$ cat config.mk
export PLATFORM = sky130hd
export DESIGN_NAME = tsense_ctrl
export DESIGN_NICKNAME = d
export VERILOG_FILES = /design/src/rtl/tsense_pkg.sv /design/src/rtl/tsense_sync.sv /design/src/rtl/tsense_shift.sv /design/src/rtl/tsense_latch.sv /design/src/rtl/tsense_decode.sv /design/src/rtl/tsense_ctrl.sv
export SDC_FILE = /design/constraint.sdc
export NUM_CORES = 1
export LEC_CHECK = 0
export CORE_MARGIN = 1
export CORE_UTILIZATION = 47
export CTS_CLUSTER_SIZE = 14
export DETAILED_ROUTE_END_ITERATION = 16
export PLACE_DENSITY = 0.73
export SYNTH_ARGS = -nofsm -noshare
export SYNTH_HDL_FRONTEND = slang
export SYNTH_SLANG_ARGS = --single-unit
$ cat constraint.sdc
create_clock -name clk -period 1.1 [get_ports clk]
set_clock_uncertainty 0.05 [all_clocks]
set_input_delay 0.11 -clock clk [delete_from_list [all_inputs] [get_ports clk]]
set_output_delay 0.11 -clock clk [all_outputs]
set_load 0.1 [all_outputs]
$ cat src/rtl/tsense_pkg.sv
package tsense_pkg;

    typedef enum logic [0:0] {
        LT_HOLD  = 1'b0,
        LT_TRACK = 1'b1
    } latch_state_e;

endpackage

$ cat src/rtl/tsense_sync.sv
module tsense_sync #(
    parameter int W      = 1,
    parameter int STAGES = 2
) (
    input  logic         clk,
    input  logic         rst_n,
    input  logic [W-1:0] d,
    output logic [W-1:0] q
);
    logic [W-1:0] stg [STAGES];

    generate
        for (genvar s = 0; s < STAGES; s++) begin : g_stage
            if (s == 0) begin : g_first
                always_ff @(posedge clk) begin
                    if (!rst_n) stg[0] <= '0;
                    else        stg[0] <= d;
                end
            end else begin : g_next
                always_ff @(posedge clk) begin
                    if (!rst_n) stg[s] <= '0;
                    else        stg[s] <= stg[s-1];
                end
            end
        end
    endgenerate

    assign q = stg[STAGES-1];
endmodule

$ cat src/rtl/tsense_shift.sv
module tsense_shift #(
    parameter int REG_W = 10
) (
    input  logic             clk,
    input  logic             rst_n,
    input  logic             sclk_s,
    input  logic             sdat_s,
    output logic [REG_W-1:0] word
);
    logic sclk_prev;
    logic sclk_rise;

    assign sclk_rise = sclk_s & ~sclk_prev;

    always_ff @(posedge clk) begin
        if (!rst_n) begin
            sclk_prev <= 1'b0;
            word      <= '0;
        end else begin
            sclk_prev <= sclk_s;
            if (sclk_rise) word <= {word[REG_W-2:0], sdat_s};
        end
    end
endmodule

$ cat src/rtl/tsense_latch.sv
module tsense_latch
    import tsense_pkg::*;
#(
    parameter int REG_W = 10
) (
    input  logic             clk,
    input  logic             rst_n,
    input  logic             le_s,
    input  logic [REG_W-1:0] sh_word,
    output logic [REG_W-1:0] held,
    output logic             open_o
);
    latch_state_e state_q, state_d;

    always_ff @(posedge clk) begin
        if (!rst_n) state_q <= LT_HOLD;
        else        state_q <= state_d;
    end

    always_comb begin
        state_d = state_q;
        unique case (state_q)
            LT_HOLD:  if (le_s)  state_d = LT_TRACK;
            LT_TRACK: if (!le_s) state_d = LT_HOLD;
            default:             state_d = LT_HOLD;
        endcase
    end

    always_ff @(posedge clk) begin
        if (!rst_n)                  held <= '0;
        else if (state_q == LT_TRACK) held <= sh_word;
    end

    assign open_o = (state_q == LT_TRACK);
endmodule

$ cat src/rtl/tsense_decode.sv
module tsense_decode #(
    parameter int DAC_W  = 5,
    parameter int ADDR_W = 3,
    parameter int N_EXT  = 5
) (
    input  logic [DAC_W+ADDR_W+1:0]  word,
    output logic                     head_b,
    output logic                     on_bit,
    output logic [DAC_W-1:0]         dac,
    output logic [ADDR_W-1:0]        addr,
    output logic [(1<<ADDR_W)-1:0]   onehot,
    output logic                     is_int,
    output logic                     is_ext,
    output logic                     is_spc
);
    localparam int REG_W = DAC_W + ADDR_W + 2;
    localparam int NCH   = 1 << ADDR_W;

    assign head_b = word[REG_W-1];
    assign on_bit = word[REG_W-2];
    assign dac    = word[ADDR_W +: DAC_W];
    assign addr   = word[ADDR_W-1:0];

    generate
        for (genvar g = 0; g < NCH; g++) begin : g_sel
            assign onehot[g] = (addr == ADDR_W'(g));
        end
    endgenerate

    always_comb begin
        is_int = (addr == '0);
        is_ext = !is_int && (int'(addr) <= N_EXT);
        is_spc = !is_int && !is_ext;
    end
endmodule

$ cat src/rtl/tsense_ctrl.sv
module tsense_ctrl #(
    parameter int DAC_W       = 5,
    parameter int ADDR_W      = 3,
    parameter int N_EXT       = 5,
    parameter int SYNC_STAGES = 2
) (
    input  logic                    clk,
    input  logic                    rst_n,
    input  logic                    ser_clk,
    input  logic                    ser_data,
    input  logic                    latch_en,
    input  logic                    src_en_n,
    output logic                    head_b_sel,
    output logic                    src_on,
    output logic [DAC_W-1:0]        dac_code,
    output logic [ADDR_W-1:0]       chan_addr,
    output logic [(1<<ADDR_W)-1:0]  chan_onehot,
    output logic                    chan_internal,
    output logic                    chan_external,
    output logic                    chan_special
);
    localparam int REG_W = DAC_W + ADDR_W + 2;

    logic [2:0]       sync_q;
    logic [REG_W-1:0] sh_word;
    logic [REG_W-1:0] held_word;
    logic             latch_open;
    logic             on_bit;

    tsense_sync #(.W(3), .STAGES(SYNC_STAGES)) u_sync (
        .clk   (clk),
        .rst_n (rst_n),
        .d     ({latch_en, ser_data, ser_clk}),
        .q     (sync_q)
    );

    tsense_shift #(.REG_W(REG_W)) u_shift (
        .clk    (clk),
        .rst_n  (rst_n),
        .sclk_s (sync_q[0]),
        .sdat_s (sync_q[1]),
        .word   (sh_word)
    );

    tsense_latch #(.REG_W(REG_W)) u_latch (
        .clk     (clk),
        .rst_n   (rst_n),
        .le_s    (sync_q[2]),
        .sh_word (sh_word),
        .held    (held_word),
        .open_o  (latch_open)
    );

    tsense_decode #(.DAC_W(DAC_W), .ADDR_W(ADDR_W), .N_EXT(N_EXT)) u_dec (
        .word   (held_word),
        .head_b (head_b_sel),
        .on_bit (on_bit),
        .dac    (dac_code),
        .addr   (chan_addr),
        .onehot (chan_onehot),
        .is_int (chan_internal),
        .is_ext (chan_external),
        .is_spc (chan_special)
    );

    assign src_on = on_bit & ~src_en_n;
endmodule

# After elaboration in Yosys (flattened, before gate mapping)
# Memories as Yosys holds them, arrays and structs flattened.
# Cells that the tools add are included.
# Widths: inputs -> output; s select.
# op_classes
mux	5
eq_ne	7
order_cmp	1
n_reduce_logical	5
bitwise_logic	6
# ops
operator	count
$eq 3x3->1 const B	4
$eq 3x2->1 const B	2
$mux 3	2
$eq 3x1->1 const B	1
$le 3x3->1 const B	1
$logic_not 3->1	1
$mux 1	3
$and 1x1->1	2
$logic_and 1x1->1	2
$logic_not 1->1	2
$not 1->1	2
$or 1x1->1	2
# totals
output_inout_bits	21
in_bits	6
ram_bits	6
register_bits	22
mem_count	1
# mem_list
memory	depth	width	read_ports	rd_clocked_by_memory_dff	wr	line_no	rtl
u_sync.stg	2	3	2	0	2	tsense_sync.sv:10	logic [W-1:0] stg [STAGES];

# Logic depth before layout (Yosys ltp)
# depth
word_depth	5
mapped_depth	3
mapped_depth_nobuf	2

# By module
# A second synthesis with hierarchy kept.
# unflattened
cells_unflattened	104
hier_area_um2	1143.6
# by_module_without_submodules
mod	n_inst	cells_each	area_per_inst_um2
tsense_shift	1	36	410.4
tsense_latch	1	34	404.1
tsense_decode	1	21	157.7
tsense_sync	1	12	157.7
tsense_ctrl	1	1	13.8

# Worst setup path after synthesis
# OpenSTA, ideal clock, no wires.
# synth_timing
path_kind	flip-flop to output port
startpoint	reg u_latch.held[1]
endpoint	out chan_external
setup_slack_ns	-3.395
t_arrival_ns	4.335
path_stages_with_launch	3
required_time_ns	0.940
cell_sequence	dfxtp_1 -> nor3_1 -> nor2_1
# synth_between
elab_chain_cells	3
word_cells_on_any_way	4
classes_between	1 x order compare; 3 x reduce/logical
# synth_rtl
element	line_no	rtl
start, declared	tsense_latch.sv:10	output logic [REG_W-1:0] held,
start signal, assigned	tsense_latch.sv:31	else if (state_q == LT_TRACK) held <= sh_word;
$logic_not 3->1	tsense_decode.sv:31	is_int = (addr == '0);
via chan_internal	tsense_ctrl.sv:18	output logic chan_internal,
$logic_not 1->1	tsense_decode.sv:32	is_ext = !is_int && (int'(addr) <= N_EXT);
$logic_and 1x1->1	tsense_decode.sv:32	
end, declared	tsense_ctrl.sv:19	output logic chan_external,
# The timed path passes the listed nets, and every way through them passes these cells.

# Worst setup path after layout
# layout_timing
startpoint	reg u_latch.held[2]
endpoint	out chan_onehot[1]
# layout_between
elab_chain_cells	1
# layout_rtl
element	line_no	rtl
$eq 3x1->1	tsense_decode.sv:26	assign onehot[g] = (addr == ADDR_W'(g));
end, declared	tsense_ctrl.sv:17	output logic [(1<<ADDR_W)-1:0] chan_onehot,
# No other way between the ends.

==> impl_metrics.env <==
export IMPL_status="finished, violations left"
export IMPL_violations="negative setup slack"
export IMPL_row_count=16
export IMPL_start_util=0.521
export IMPL_worstRegToRegCells=4
export IMPL_synthesis_nets=101
export IMPL_synth_area_leaders="dfxtp_1, mux2i_1, nor2b_1"
export IMPL_final_max_slew_violation_count=0
export IMPL_area_growth_pct=68.4
export IMPL_maxSlewHeadroom=0.868
export IMPL_clk_pin_slew_ns=0.13
export IMPL_synth_seq_cells=28
export IMPL_period_minus_slack_ns=1.45
export IMPL_worst_pin_slew_ns=0.193
export IMPL_rsz0062_at_grt="true"
export IMPL_die_h_um=49.6
export IMPL_wire_per_inst_um=15.9
export IMPL_grt_usage=0.199
export IMPL_p_int_mw=1.21
export IMPL_nets=141
export IMPL_postLayoutSetupSlackWorst_ns=-0.348
export IMPL_drc=0
export IMPL_clock_tree_root_cell="clkbuf_4"
export IMPL_hpwl_um=1530
export IMPL_final_util=0.877
export IMPL_numPortBuffers=26
export IMPL_place_congestion=0.724
export IMPL_drtAntennaViolNets=0
export IMPL_drv_cap=0
export IMPL_dr_pass1_iters=4
export IMPL_p_total_mw=1.51
export IMPL_crit_chain="buf_6 -> nor3b_4 -> buf_12"
export IMPL_p_leak_nw=0.678
export IMPL_die_area_um2=2460
export IMPL_power_density_nw_per_um2=844
export IMPL_grt_max_degree=29
export IMPL_dp_slack_ns=-0.0516
export IMPL_cp_startpoint="u_latch.held[2]$_SDFFE_PN0P_"
export IMPL_cts_made_buffers=3
export IMPL_synth_distinct_cells=16
export IMPL_cp_endpoint="chan_onehot[1]"
export IMPL_dpl_cell_area_um2=1680
export IMPL_seqPwrFrac=0.677
export IMPL_sw_frac_of_total=0.197
export IMPL_finalCritPeriodShare=1.32
export IMPL_ir_drop_v=0.000922
export IMPL_cts_sinks=28
export IMPL_ys_warn_count=0
export IMPL_cts_hold_buf=0
export IMPL_max_stage_delay_ns=0.40
export IMPL_clk_latency_ns=0.31
export IMPL_htree_levels=1
export IMPL_finalSetupViolations=15
export IMPL_worstSetupStartpointType="flop"
export IMPL_r2r_start="u_latch.held[1]$_SDFFE_PN0P_"
export IMPL_rrSetupSlack_ns=0.07
export IMPL_clockBufferDepth=2
export IMPL_cp_data_required_time_ns=0.94
export IMPL_cts_tree="yes"
export IMPL_grt_pass1_wl_um=3720
export IMPL_vias=814
export IMPL_wl_um=2570
export IMPL_finalInstanceArea_um2=1790
export IMPL_cp_end_kind="primary output"
export IMPL_ys_seq_area_frac=0.527
export IMPL_antenna_found_initial=0
export IMPL_die_x_um=49.6
export IMPL_critical_path_class="reg2out"
export IMPL_synth_top_area_frac=0.527
export IMPL_grt_ovfl_total=0
export IMPL_pwr_share_clk=0.265
export IMPL_coreArea_um2=2040
export IMPL_combPwrFrac=0.058
export IMPL_cp_max_fo=7
export IMPL_hold_violations=0
export IMPL_max_freq_mhz=691
export IMPL_syn_area_um2=1060
export IMPL_grt_pass1_vias=817
export IMPL_drive_above_1_share=0.455
export IMPL_first_iter_violations=5
export IMPL_synth_top_cell_by_area="dfxtp_1"
export IMPL_syn_avg_cell_area_um2=11.2
export IMPL_synthCells=95
export IMPL_io_pins=27
export IMPL_whs_ns=0.317
export IMPL_vias_per_cell=5.06
export IMPL_hp_class="in2reg"
export IMPL_cp_arrival_ns=1.29
export IMPL_p_sw_mw=0.298
export IMPL_crit_slowest_cell="dfxtp_4"
export IMPL_timing_rr_end="u_latch.held[1]$_SDFFE_PN0P_"
export IMPL_diodes=0
==> logic make-up after synthesis <==
family,after synthesis,share of synthesized area
DFF,28,0.527
and+or+nand+nor,41,0.234
buffers and inverters,6,0.0506
muxes,20,0.188
==> how the worst min path moves through the flow <==
stage	endpoint	startpoint	slack, ns	cells after the start
after floorplan	u_sync.stg[0][0]$_SDFF_PN0_	ser_clk	0.19	1
final	u_sync.stg[0][0]$_SDFF_PN0_	ser_clk	0.32	2
after global routing	u_sync.stg[0][0]$_SDFF_PN0_	ser_clk	0.32	2
after global placement	u_sync.stg[1][0]$_SDFF_PN0_	u_sync.stg[0][0]$_SDFF_PN0_	0.36	1
after detailed placement	u_sync.stg[1][0]$_SDFF_PN0_	u_sync.stg[0][0]$_SDFF_PN0_	0.37	1
after CTS	u_sync.stg[0][0]$_SDFF_PN0_	ser_clk	0.32	2
==> per-layer routing <==
layer  GRT usage  wire length [µm]
met1       0.223               991
met2       0.349              1410
met3      0.0463               114
met4      0.0952                53
met5           0                 0
==> power groups by stage <==
| stage | combinational [mW] | sequential (mW) | clock (mW) |
|---|---|---|---|
| CTS | 0.0869 | 1.02 | 0.412 |
| finish | 0.0871 | 1.02 | 0.401 |
| detailed placement | 0.0864 | 1.05 | 0 |
| global placement | 0.0843 | 1.05 | 0 |
| global route | 0.0928 | 1.03 | 0.468 |
| floorplan | 0.0546 | 1.04 | 0 |
==> flip-flops by register name (all words and copies together) (netlist names) <==
signal / flops
u_sync.stg: 6
u_shift.sclk_prev: 1
u_latch.held: 10
u_latch.open_o: 1
u_shift.word: 10
==> metrics by stage <==
stage / instances / TNS [ns]
floorplan: 95 / -5.04
global placement: 150 / -0.0587
detailed placement: 150 / -0.363
CTS: 160 / -4.04
global route: 161 / -4.97
finish: 161 / -4.16
==> area by class of cell <==
cell class / instances / area (µm²)
Timing Repair Buffer: 41 / 638
Multi-Input combinational cell: 61 / 512
Sequential cell: 28 / 581
Fill cell: 89 / 251
Tap cell: 27 / 33.8
Clock buffer: 4 / 26.3
==> Yosys cell counts (all sizes together) <==
library cell and n:
dfxtp 28, mux2i 20, nor2b 12, nand2 11, and2 9, buf 5
nor3b 3, and3b 2, and2b 1, and3 1, clkbuf 1, nor2 1
nor3 1
==> worst max-delay path: cells and delay by family, from the launching register on <==
kind / cells / cell delay [ns]
flops: 1 / 0.40
buf+inv: 2 / 0.34
simple gates: 1 / 0.23
==> repair_timing <==
item,4_1_cts,5_1_grt
pin swaps,5,3
gates resized for setup,10,2
endpoints found under the setup margin,15,15
setup buffers,6,2
==> layout by cell type (no fill, tap or decap), types with 3 or more instances in the layout <==
cell             count
and2_1               8
buf_12              23
buf_4                6
buf_6                6
clkbuf_4             3
clkdlybuf4s50_1      5
dfxtp_1             18
dfxtp_2              7
dfxtp_4              3
mux2i_1             20
nand2_1             11
nor2b_1             10
nor3b_4              3
Power figures use the tool's default switching activity.
